[config.mk]
export PLATFORM = sky130hd
export DESIGN_NAME = pc_seq_unit
export DESIGN_NICKNAME = d
export VERILOG_FILES = /design/src/rtl/pc_pkg.sv /design/src/rtl/pc_src_decode.sv /design/src/rtl/pc_next_mux.sv /design/src/rtl/pc_state_reg.sv /design/src/rtl/pc_seq_unit.sv
export SDC_FILE = /design/constraint.sdc
export NUM_CORES = 1
export LEC_CHECK = 0
export ABC_CLOCK_PERIOD_IN_PS = 3700
export BUFFER_PORTS_ARGS = -buffer_cell sky130_fd_sc_hd__buf_2
export CORE_ASPECT_RATIO = 0.6
export CORE_UTILIZATION = 50
export CTS_BUF_LIST = sky130_fd_sc_hd__clkbuf_16
export DETAILED_ROUTE_END_ITERATION = 8
export GPL_ROUTABILITY_DRIVEN = 0
export PLACE_DENSITY = 0.9
export SYNTH_ARGS = -nofsm -noshare
export SYNTH_HDL_FRONTEND = slang
export SYNTH_SLANG_ARGS = --single-unit
[constraint.sdc]
create_clock -name clk -period 3.7 [get_ports clk]
set_clock_uncertainty 0.05 [all_clocks]
set_input_delay 0.74 -clock clk [delete_from_list [all_inputs] [get_ports clk]]
set_output_delay 0.74 -clock clk [all_outputs]
set_load 0.03 [all_outputs]
[src/rtl/pc_pkg.sv]
package pc_pkg;

  // Next-address source codes; the numeric value is the select encoding.
  typedef enum logic [1:0] {
    SRC_INC   = 2'b00,
    SRC_ADDER = 2'b01,
    SRC_BUS   = 2'b10,
    SRC_RSVD  = 2'b11
  } pc_src_e;

  // Number of real (non-reserved) sources.
  localparam int unsigned SRC_COUNT = 3;

  // Default address width.
  localparam int unsigned PC_W_DEFAULT = 16;

endpackage

[src/rtl/pc_src_decode.sv]
module pc_src_decode
  import pc_pkg::*;
#(
  parameter int unsigned NSRC = SRC_COUNT
) (
  input  pc_src_e         sel,
  output logic [NSRC-1:0] src_hit,
  output logic            src_rsvd
);

  // One hit line per real source; the code value equals the source index.
  for (genvar i = 0; i < NSRC; i++) begin : g_hit
    assign src_hit[i] = (sel == pc_src_e'(i));
  end

  assign src_rsvd = (sel == SRC_RSVD);

endmodule

[src/rtl/pc_next_mux.sv]
module pc_next_mux
  import pc_pkg::*;
#(
  parameter int unsigned ADDR_W = PC_W_DEFAULT,
  parameter int unsigned NSRC   = SRC_COUNT
) (
  input  logic [ADDR_W-1:0] cur_addr,
  input  logic [ADDR_W-1:0] adder_addr,
  input  logic [ADDR_W-1:0] bus_addr,
  input  logic [NSRC-1:0]   src_hit,
  output logic [ADDR_W-1:0] nxt_addr
);

  // Sequential step: modulo 2^ADDR_W, carry discarded.
  function automatic logic [ADDR_W-1:0] addr_step(input logic [ADDR_W-1:0] a);
    return a + ADDR_W'(1);
  endfunction

  logic [NSRC-1:0][ADDR_W-1:0] cand;
  logic [NSRC-1:0][ADDR_W-1:0] masked;

  assign cand[SRC_INC]   = addr_step(cur_addr);
  assign cand[SRC_ADDER] = adder_addr;
  assign cand[SRC_BUS]   = bus_addr;

  // AND-OR selection driven by the one-hot hit vector.
  for (genvar i = 0; i < NSRC; i++) begin : g_mask
    assign masked[i] = cand[i] & {ADDR_W{src_hit[i]}};
  end

  always_comb begin
    nxt_addr = '0;
    for (int i = 0; i < NSRC; i++) begin
      nxt_addr = nxt_addr | masked[i];
    end
  end

endmodule

[src/rtl/pc_state_reg.sv]
module pc_state_reg #(
  parameter int unsigned ADDR_W = 16
) (
  input  logic              clk,
  input  logic              rst,
  input  logic              upd,
  input  logic [ADDR_W-1:0] d,
  output logic [ADDR_W-1:0] q
);

  // Synchronous clear takes priority over the update strobe.
  always_ff @(posedge clk) begin
    if (rst) begin
      q <= '0;
    end else if (upd) begin
      q <= d;
    end
  end

endmodule

[src/rtl/pc_seq_unit.sv]
module pc_seq_unit
  import pc_pkg::*;
#(
  parameter int unsigned ADDR_W = PC_W_DEFAULT
) (
  input  logic              clk,
  input  logic              rst,
  input  logic              ld_en,
  input  logic [1:0]        nxt_sel,
  input  logic [ADDR_W-1:0] adder_addr,
  input  logic [ADDR_W-1:0] bus_addr,
  output logic [ADDR_W-1:0] pc_q
);

  localparam int unsigned NSRC = SRC_COUNT;

  logic [NSRC-1:0]   src_hit;
  logic              src_rsvd;
  logic [ADDR_W-1:0] nxt_addr;
  logic              pc_upd;
  logic              rsvd_load_evt;

  pc_src_decode #(.NSRC(NSRC)) u_decode (
    .sel      (pc_src_e'(nxt_sel)),
    .src_hit  (src_hit),
    .src_rsvd (src_rsvd)
  );

  pc_next_mux #(.ADDR_W(ADDR_W), .NSRC(NSRC)) u_mux (
    .cur_addr   (pc_q),
    .adder_addr (adder_addr),
    .bus_addr   (bus_addr),
    .src_hit    (src_hit),
    .nxt_addr   (nxt_addr)
  );

  // A reserved code produces no hit, so it never loads.
  assign pc_upd        = ld_en & (|src_hit);
  assign rsvd_load_evt = ld_en & src_rsvd;

  pc_state_reg #(.ADDR_W(ADDR_W)) u_reg (
    .clk (clk),
    .rst (rst),
    .upd (pc_upd),
    .d   (nxt_addr),
    .q   (pc_q)
  );

  // Assertion support: reset seen at the previous edge.
  logic rst_d;
  always_ff @(posedge clk) rst_d <= rst;

  always_ff @(posedge clk) begin
    if (rst_d == 1'b1) begin
      AST_RESET_CLEARS: assert (pc_q == '0) else $error("address not cleared after reset");
    end
  end

  AST_INCR_STEP: assert property (@(posedge clk) disable iff (rst)
    (ld_en && nxt_sel == 2'b00) |=> (pc_q == ADDR_W'($past(pc_q) + 1'b1)));

  AST_ADDER_LOAD: assert property (@(posedge clk) disable iff (rst)
    (ld_en && nxt_sel == 2'b01) |=> (pc_q == $past(adder_addr)));

  AST_BUS_LOAD: assert property (@(posedge clk) disable iff (rst)
    (ld_en && nxt_sel == 2'b10) |=> (pc_q == $past(bus_addr)));

  AST_HOLD_IDLE: assert property (@(posedge clk) disable iff (rst)
    (!ld_en || nxt_sel == 2'b11) |=> $stable(pc_q));

  AST_NO_RESERVED_LOAD: assert property (@(posedge clk) disable iff (rst)
    !rsvd_load_evt);

endmodule

Yosys cells after proc, flatten, opt, wreduce, memory -nomap -nowiden. Cells that the tools add are included.

Memories: 0. Register bits after elaboration: 16. RAM bits: 0. Output and inout bits: 16. Latch bits: 0. Input port bits: 37. ROM bits: 0.

Muxes and demuxes: 0. Order comparisons: 0. $add $sub $neg: 1. Equality and inequality tests: 2. Reductions and logical operators: 2. Div/mod/pow operators: 0. Bitwise gates (word level): 6. Multiply operators: 0. Shift-type cells: 0.

Operator list (count): 16-bit AND (3); 16-bit OR (2); 16-bit by 1-bit adder with 16-bit output (second input constant) (1); 3-bit OR reduction (1); 2-bit by 1-bit == test with 1-bit output (second input constant) (1); 2-bit == test (second input constant) (1); 2-bit logical NOT (1); 1-bit AND (1).

Logic depth before layout (Yosys ltp). Gate-level depths: netlist (run 1).

Depth in word-level cells: 4. Gate-level depth with buffers: 7. Depth with buffers taken out: 5.

Hierarchy. Synthesis (run 1) repeated with hierarchy kept, for this count alone.

Cells, all modules: 134. Area, all modules: 1158.6 um2.

By module, submodules not included: pc_state_reg (area an instance 580.6 um2, instances 1, cells each 52, seq. area each 320.3 um2); pc_next_mux (area an instance 543.0 um2, instances 1, cells each 77, seq. area each 0.0 um2); pc_src_decode (area an instance 26.3 um2, instances 1, cells each 4, seq. area each 0.0 um2); pc_seq_unit (area an instance 8.8 um2, instances 1, cells each 1, seq. area each 0.0 um2).

Least setup slack after synthesis (run 1). No wires, ideal clock.

Path type: input-to-reg. From: input port nxt_sel[0]. To: register u_reg.q[15]. Path buffers: 2. Setup time: 0.074 ns. Stages on the path: 6. Data arrival time: 2.017 ns. Required time: 3.576 ns. Path slack: 1.559 ns. Cells stage by stage: buf_2 > a21bo_1 > buf_6 > or3_1 > or4_1 > a31oi_1.

Cells in the longest elaborated chain, start to end: 4. Elaborated cells on any way between the ends: 10. Those cells by class: eq/ne: 2; bitwise: 6; reduce/logical: 2.

RTL lines: start: declaration (line pc_seq_unit.sv:9) `input logic [1:0] nxt_sel,`; 2-bit by 1-bit == test with 1-bit output or 2-bit logical NOT (tied branches) (line pc_src_decode.sv:13) `assign src_hit[i] = (sel == pc_src_e'(i));`; 16-bit AND (line pc_next_mux.sv:28) `assign masked[i] = cand[i] & {ADDR_W{src_hit[i]}};`; 16-bit OR (2 in a row) (line pc_next_mux.sv:34) `nxt_addr = nxt_addr | masked[i];`; end signal: assignment (line pc_state_reg.sv:14) `q <= '0;`; end signal: assignment (line pc_state_reg.sv:16) `q <= d;`; end: declaration (line pc_state_reg.sv:8) `output logic [ADDR_W-1:0] q`.

Parallel ways exist; a longest one is shown, timed or not. A chain may end at the register's enable or synchronous reset.

Worst setup path after layout (run 1). Ends and elaborated chain as after synthesis.

==> results of run 1 <==
## per-layer routing
layer | vias up | part of all wire [%]
met5 | - | 0
met4 | 0 | 2.2
met3 | 17 | 13
met2 | 116 | 44
met1 | 676 | 42
li1 | 726 | -
## worst reg2reg max path, delay by kind of cell, from the launching register on
kind | cells | cell delay, ns
AOI/OAI and AO/OA | 2 | 0.36
adders and majority gates | 1 | 0.25
DFF | 1 | 0.44
and+or+nand+nor | 2 | 0.63
## cells in the final DEF (no fill, tap or decap), types with 4 or more instances in the layout
cell type,count
and4_1,4
nand3_1,7
a21oi_1,16
nor3b_1,4
a31oi_1,5
dfxtp_1,16
nand2_1,9
buf_2,52
inv_1,4
nor2_1,6
o21ai_0,17
nand4_1,7
## cell families (layout without fill, tap and decap cells)
group,Yosys count,count (layout),synth area share (%)
simple gates,53,53,24.7
buf+inv,19,60,7.54
compound gates,72,72,38.9
fa+ha+maj,1,1,1.02
flops,16,16,26.1
mux,2,2,1.73
## cell type report
type,count,area [um^2]
clock buffer,3,75.1
timing repair buffer,53,268
fill,186,714
multi-input combinational,128,815
sequential,16,320
tap,30,37.5
inverter,4,15.0
## power groups by stage
stage | Sequential (mW) | Combinational (mW) | Clock [mW]
2_1_floorplan | 0.219 | 0.0630 | 0
3_3_place_gp | 0.200 | 0.118 | 0
3_5_place_dp | 0.201 | 0.122 | 0
4_1_cts | 0.198 | 0.123 | 0.214
5_1_grt | 0.200 | 0.136 | 0.222
6_report | 0.199 | 0.124 | 0.214
## through the flow
| stage | hold WS, ns | utilization [%] |
|---|---|---|
| 2_1_floorplan | 0.574 | - |
| 6_report | 0.499 | 68.2 |
| 3_3_place_gp | 0.469 | 64.8 |
| 5_1_grt | 0.533 | 68.2 |
| 3_5_place_dp | 0.489 | 64.8 |
| 4_1_cts | 0.497 | 68.2 |
## path summary, 6_finish.rpt
path,from,end,slack (ns),cells after the start
worst max-delay path,nxt_sel[0],u_reg.q[15],1.55,5
worst min-delay path,u_reg.q[7],u_reg.q[7],0.50,2
worst max register to register,u_reg.q[0],u_reg.q[8],1.87,5
worst min register to register,u_reg.q[7],u_reg.q[7],0.50,2
==> results.json, run 1 <==
{
  "ctsRootBufferMaster": "clkbuf_16",
  "largest_reg_flops": 16,
  "h-tree-depth": 1,
  "timing.final.ws_setup_ns": 1.55,
  "worst-path-max-fanout": 27,
  "rsz0062_at_grt": "false",
  "criticalPathCategory": "input port to flop",
  "synth_top_area_share_pct": 26.1,
  "grt_max_degree": 28,
  "placed_area_mm2": 0.00146,
  "cts_resized": 0,
  "ys_warn_count": 0,
  "drive_gt1_share_pct": 28.4,
  "synth_cell_types": 50,
  "grt_pass1_wl_um": 6310,
  "synth_nets": 201,
  "max-slew-margin-rel_pct": 54.9,
  "num_antenna_cells": 0,
  "drt_first_iter_violations": 213,
  "worst-path-buf-inv": 1,
  "post_cts_buffers": 0,
  "core_area_mm2": 0.00224,
  "dieHeight_um": 40.4,
  "met3_usage_pct": 9.66,
  "yosysTopAreaCell": "dfxtp_1",
  "ys_ff_latch": 16,
  "io_buffers": 52,
  "fin_crit_ns": 2.15,
  "top_regs": "u_reg.q: 16 flops",
  "grt-busiest-layer": "met2",
  "cpPeakStageDelay_ns": 0.41,
  "numCtsBuffers": 3,
  "dp_cells": 231,
  "ir_drop_v": 0.000241,
  "ys.flop_type": "dfxtp_1",
  "pre_cts_slack_ns": 1.33,
  "p_int_mw": 0.375,
  "die_area_mm2": 0.00266,
  "route.detailed.drc": 0,
  "status": "finished clean",
  "synth.avg_cell_area_um2": 7.53,
  "synth.area.top_cells": "dfxtp_1 (26%), o21ai_0 (6.9%), a21oi_1 (6.5%)",
  "p_total_mw": 0.537,
  "fin_cells": 234,
  "use_met1_pct": 41.3,
  "dp_hpwl_um": 2880,
  "path_clk_slew_ns": 0.05,
  "drv_slew": 0,
  "drv_cap": 0,
  "finalSetupTns_ns": 0,
  "die_w_um": 66.0,
  "clock_sinks": 16,
  "use_met2_pct": 54.8,
  "period_share_pct": 58.0,
  "worst_slew_pin_slew_ns": 0.675,
  "totalWireLength_um": 3940,
  "synth.most_common_cell": "o21ai_0",
  "pwr-share-comb_pct": 23.2,
  "viasPerCell": 6.56,
  "top_register": "u_reg.q",
  "cp_top_family": "simple AND/OR/NAND/NOR gates",
  "fmax_mhz": 466,
  "netSwitchingPower_mw": 0.162,
  "crit_path_top_delay_cell": "or2_0",
  "grt_pass1_vias": 1316,
  "syn_to_final_growth_pct": 24.7,
  "wl_per_cell_um": 16.8,
  "ys_async_sr_fraction_pct": 0,
  "setup_viol": 0,
  "yosys-top-cells-count": "o21ai_0 (17), a21oi_1 (16), dfxtp_1 (16)",
  "seqPwrFrac_pct": 37.0,
  "grt_remaining_overflow": 0,
  "crit_chain": "buf_2, or2_0, or3_1, or4_1, a31oi_1",
  "worstPathArrival_ns": 2.27,
  "cts_hold_buf": 0,
  "design_area_mm2": 0.00153,
  "hold_class": "flop to flop",
  "start_kind": "input port",
  "initial_core_util_pct": 54.7,
  "p_leak_nw": 0.655,
  "syn-instance-count": 163,
  "seq_area_frac_synth_pct": 26.1,
  "antenna_left": 0,
  "required_ns": 3.83,
  "clkPwrFrac_pct": 39.8,
  "num_io_pins": 53,
  "antenna_found_initial": 0,
  "synthesis.area_mm2": 0.00123,
  "hold_viol": 0,
  "nNetsFinal": 244,
  "clockBufferDepth": 2,
  "power.density_mw_per_mm2": 351,
  "synth_edf_count": 0,
  "num_rows": 13,
  "cp-end-kind": "flop",
  "grt_usage_pct": 32.9,
  "insertion_delay_ns": 0.25,
  "first_pass_iters": 5,
  "cts_tree": "built",
  "p_sw_share_pct": 30.2,
  "via_count": 1535
}
Power figures use the tool's default switching activity.
==> inputs of run 2 (changes only) <==
ABC_CLOCK_PERIOD_IN_PS = 1950   (was 3700)
CORE_UTILIZATION = 43   (was 50)
PLACE_DENSITY = 0.83   (was 0.9)
clock period = 1.95 ns   (was 3.7 ns; I/O delays follow)
==> results.json, run 2 (synthesis gave the netlist of run 1 again) <==
{
  "io_buffers": 52,
  "top_regs": "u_reg.q: 16 flops",
  "r2r-start": "u_reg.q[0]",
  "insertion_delay_ns": 0.25,
  "fmax_mhz": 597,
  "cts_tree": "built",
  "hold_class": "input port to flop",
  "design_area_mm2": 0.00162,
  "syn_to_final_growth_pct": 32.2,
  "initial_core_util_pct": 47.0,
  "hold_path_end": "u_reg.q[4]",
  "power.density_mw_per_mm2": 634,
  "antenna_left": 0,
  "final_cell_mix": "buf_2 (52), o21ai_0 (17), a21oi_1 (16), dfxtp_1 (16), buf_4 (13)",
  "ctsRootBufferMaster": "clkbuf_16",
  "drive_gt1_share_pct": 32.4,
  "min-delay-start": "bus_addr[4]",
  "ir_drop_v": 0.000313,
  "worstPathArrival_ns": 1.76,
  "rsz0062_at_grt": "false",
  "violations": "DRC",
  "status": "complete, but fails checks",
  "largest_reg_flops": 16,
  "hold_viol": 0,
  "wl_per_cell_um": 15.4,
  "grt_max_degree": 19,
  "grt_pass1_vias": 1284,
  "numCtsBuffers": 3,
  "antenna_found_initial": 0,
  "start_kind": "flop",
  "clock_sinks": 16,
  "placed_area_mm2": 0.00155,
  "final_common_cell": "buf_2",
  "worst_slew_pin_slew_ns": 0.472,
  "h-tree-depth": 1,
  "setup_viol": 0,
  "die_w_um": 71.0,
  "worst-path-max-fanout": 6,
  "r2r-end": "u_reg.q[8]",
  "totalWireLength_um": 3820,
  "grt_pass1_wl_um": 6150,
  "post_cts_buffers": 0,
  "via_count": 1521,
  "period_share_pct": 85.9,
  "num_io_pins": 53,
  "top_register": "u_reg.q",
  "clockBufferDepth": 2,
  "cts_hold_buf": 0,
  "hold_depth": 3,
  "drt_first_iter_violations": 189,
  "die_area_mm2": 0.00308,
  "route.detailed.drc": 3,
  "cp-end-kind": "flop",
  "finalSetupTns_ns": 0,
  "worst-r2r-cell-count": 5,
  "p_leak_nw": 0.714,
  "dieHeight_um": 43.4,
  "core_area_mm2": 0.00261,
  "grt_remaining_overflow": 0,
  "drv_slew": 0,
  "fin_crit_ns": 1.68,
  "cts_resized": 0,
  "max-slew-margin-rel_pct": 68.5,
  "viasPerCell": 6.13,
  "dp_hpwl_um": 2860,
  "num_rows": 14,
  "rrSetupSlack_ns": 0.27,
  "first_pass_iters": 7,
  "nFillCells": 243,
  "drv_cap": 0,
  "nNetsFinal": 256,
  "path_clk_slew_ns": 0.05,
  "criticalPathCategory": "flop to flop",
  "num_antenna_cells": 0,
  "required_ns": 2.03,
  "grt_usage_pct": 25.9
}
## run 2: critical path, cell delays in order, from the launching register on
cell and delay, ns:
dfxtp_1 0.33, ha_1 0.20, and4_1 0.34, and2_1 0.28
a31oi_1 0.11, o221a_2 0.25
## run 2: worst max-delay path by stage
| stage | to | startpoint | slack, ns |
|---|---|---|---|
| floorplan | u_reg.q[15] | nxt_sel[0] | 0.16 |
| global placement | u_reg.q[15] | nxt_sel[0] | 0.27 |
| detailed placement | u_reg.q[15] | nxt_sel[0] | 0.26 |
| CTS | u_reg.q[8] | u_reg.q[0] | 0.30 |
| global route | u_reg.q[8] | u_reg.q[0] | 0.21 |
| finish | u_reg.q[8] | u_reg.q[0] | 0.27 |
## run 2: layout make-up
type	count	area (um^2)	area share (%)
timing repair buffer	65	358	22.1
tap	32	40.0	2.47
sequential	16	320	19.7
inverter	4	15.0	0.925
multi-input combinational	128	815	50.2
clock buffer	3	75.1	4.63
## run 2: per-layer routing
metal  vias to the layer above  routed length [um]  global-route usage, %
li1                        751                   -                      -
met1                       678                1700                   36.9
met2                        84                1660                   39.2
met3                         8                 398                   5.58
met4                         0                  56                   8.80
met5                         -                   0                      0
## run 2: power breakdown
group          internal [mW]  switching [mW]  total [mW]  leakage [nW]
logic                  0.112           0.151       0.263         0.546
clock network          0.269           0.126       0.395        0.0370
registers              0.348          0.0221       0.370         0.131
total                  0.729           0.299        1.03         0.714
## run 2: metrics by stage
| stage | instances | power, mW | util [%] | setup WS, ns | hold slack, ns |
|---|---|---|---|---|---|
| after CTS | 248 | 1.03 | 62.2 | 0.300 | 0.384 |
| after global placement | 245 | 0.631 | 59.3 | 0.272 | 0.476 |
| after floorplan | 163 | 0.534 | - | 0.159 | 0.508 |
| after detailed placement | 245 | 0.634 | 59.3 | 0.256 | 0.482 |
| after global routing | 248 | 1.07 | 62.2 | 0.214 | 0.398 |
| final | 248 | 1.03 | 62.2 | 0.274 | 0.376 |
==> inputs of run 3 (changes only) <==
GPL_TIMING_DRIVEN = 0   (was default)
RECOVER_POWER = 50   (was default)
==> results.json, run 3 (synthesis gave the netlist of run 1 again) <==
{
  "num_rows": 14,
  "io_buffers": 49,
  "initial_core_util_pct": 47.0,
  "violations": "DRC",
  "required_ns": 2.03,
  "rsz0062_at_grt": "false",
  "grt_usage_pct": 25.8,
  "clock_sinks": 16,
  "drv_cap": 0,
  "dp_hpwl_um": 2790,
  "nFillCells": 242,
  "wl_per_cell_um": 15.5,
  "worstPathArrival_ns": 1.93,
  "grt-busiest-layer": "met2",
  "worst-path-max-fanout": 8,
  "p_total_mw": 1.02,
  "nNetsFinal": 255,
  "grt_pass1_wl_um": 6200,
  "final_common_cell": "buf_2",
  "drive_gt1_share_pct": 20.5,
  "viasPerCell": 6.26,
  "p_leak_nw": 0.610,
  "path_clk_slew_ns": 0.05,
  "die_w_um": 71.0,
  "syn_to_final_growth_pct": 27.8,
  "start_kind": "flop",
  "period_share_pct": 94.6,
  "drt_first_iter_violations": 260,
  "post_cts_buffers": 0,
  "grt_max_degree": 11,
  "power.density_mw_per_mm2": 648,
  "clockBufferDepth": 2,
  "totalWireLength_um": 3840,
  "top_register": "u_reg.q",
  "top_regs": "u_reg.q: 16 flops",
  "antenna_left": 0,
  "h-tree-depth": 1,
  "drv_slew": 0,
  "grt_remaining_overflow": 0,
  "route.detailed.drc": 3,
  "largest_reg_flops": 16,
  "use_met2_pct": 40.2,
  "grt_pass1_vias": 1358,
  "dieHeight_um": 43.4,
  "use_met1_pct": 36.1,
  "setup_viol": 0,
  "finalSetupTns_ns": 0,
  "via_count": 1545,
  "criticalPathCategory": "flop to flop",
  "fin_crit_ns": 1.84,
  "met3_usage_pct": 7.91,
  "hold_viol": 0,
  "num_io_pins": 53,
  "insertion_delay_ns": 0.25,
  "ctsRootBufferMaster": "clkbuf_16",
  "status": "complete, but fails checks",
  "first_pass_iters": 7,
  "worst_slew_pin_slew_ns": 0.611,
  "cp-end-kind": "flop",
  "numCtsBuffers": 3,
  "cts_tree": "built",
  "final_cell_mix": "buf_2 (35), clkbuf_1 (26), o21ai_0 (17)",
  "hold_class": "input port to flop",
  "max-slew-margin-rel_pct": 59.2,
  "fmax_mhz": 542,
  "antenna_found_initial": 0,
  "num_antenna_cells": 0,
  "core_area_mm2": 0.00261,
  "ir_drop_v": 0.000343,
  "die_area_mm2": 0.00308
}
==> run 3: final cells by class <==
cell class                 instances  area, um^2  area share, %
tap                               32        40.0           2.55
multi-input combinational        128         816           52.0
buffer                            15        77.6           4.94
inverter                           4        15.0          0.957
clock buffer                       3        75.1           4.78
sequential                        16         320           20.4
timing repair buffer              49         225           14.4
==> run 3: metal layers <==
metal  vias to the layer above  wire length [um]
met5                         -                 0
met2                        96              1590
li1                        752                 -
met3                        12               420
met1                       685              1780
met4                         0                46
==> run 3: repair_timing <==
item | 4_1_cts | 5_1_grt
hold buffers | 0 | 0
resized for setup | 0 | 1
setup endpoints to repair | 0 | 1
==> run 3: final timing paths <==
check | slack, ns | start | depth (start not counted) | endpoint
worst min register to register | 0.51 | u_reg.q[12] | 2 | u_reg.q[12]
worst max register to register | 0.11 | u_reg.q[0] | 5 | u_reg.q[8]
worst max-delay path | 0.11 | u_reg.q[0] | 5 | u_reg.q[8]
worst min-delay path | 0.37 | bus_addr[4] | 3 | u_reg.q[4]
==> run 3: worst max-delay path: stages (launching register included) <==
cell and delay (ns):
dfxtp_1 0.46, ha_1 0.25, and4_2 0.33, and2_1 0.26, a31oi_1 0.12, o221a_2 0.26
==> run 3: metrics by stage <==
stage	hold slack (ns)	std cells	area [um^2]	setup slack (ns)	util, %
after floorplan	0.508	163	1230	0.159	-
after detailed placement	0.485	244	1510	-0.0181	58.0
after global placement	0.481	244	1510	0.00649	58.0
after CTS	0.367	247	1590	0.0825	60.8
final	0.370	247	1570	0.106	60.1
after global routing	0.391	247	1570	0.0277	60.1
==> run 3: report_power, final <==
part	total (mW)	internal, mW	leakage [nW]	switching (mW)
clock network	0.400	0.270	0.0370	0.131
registers	0.378	0.348	0.131	0.0300
logic	0.238	0.0951	0.442	0.143
total	1.02	0.712	0.610	0.304
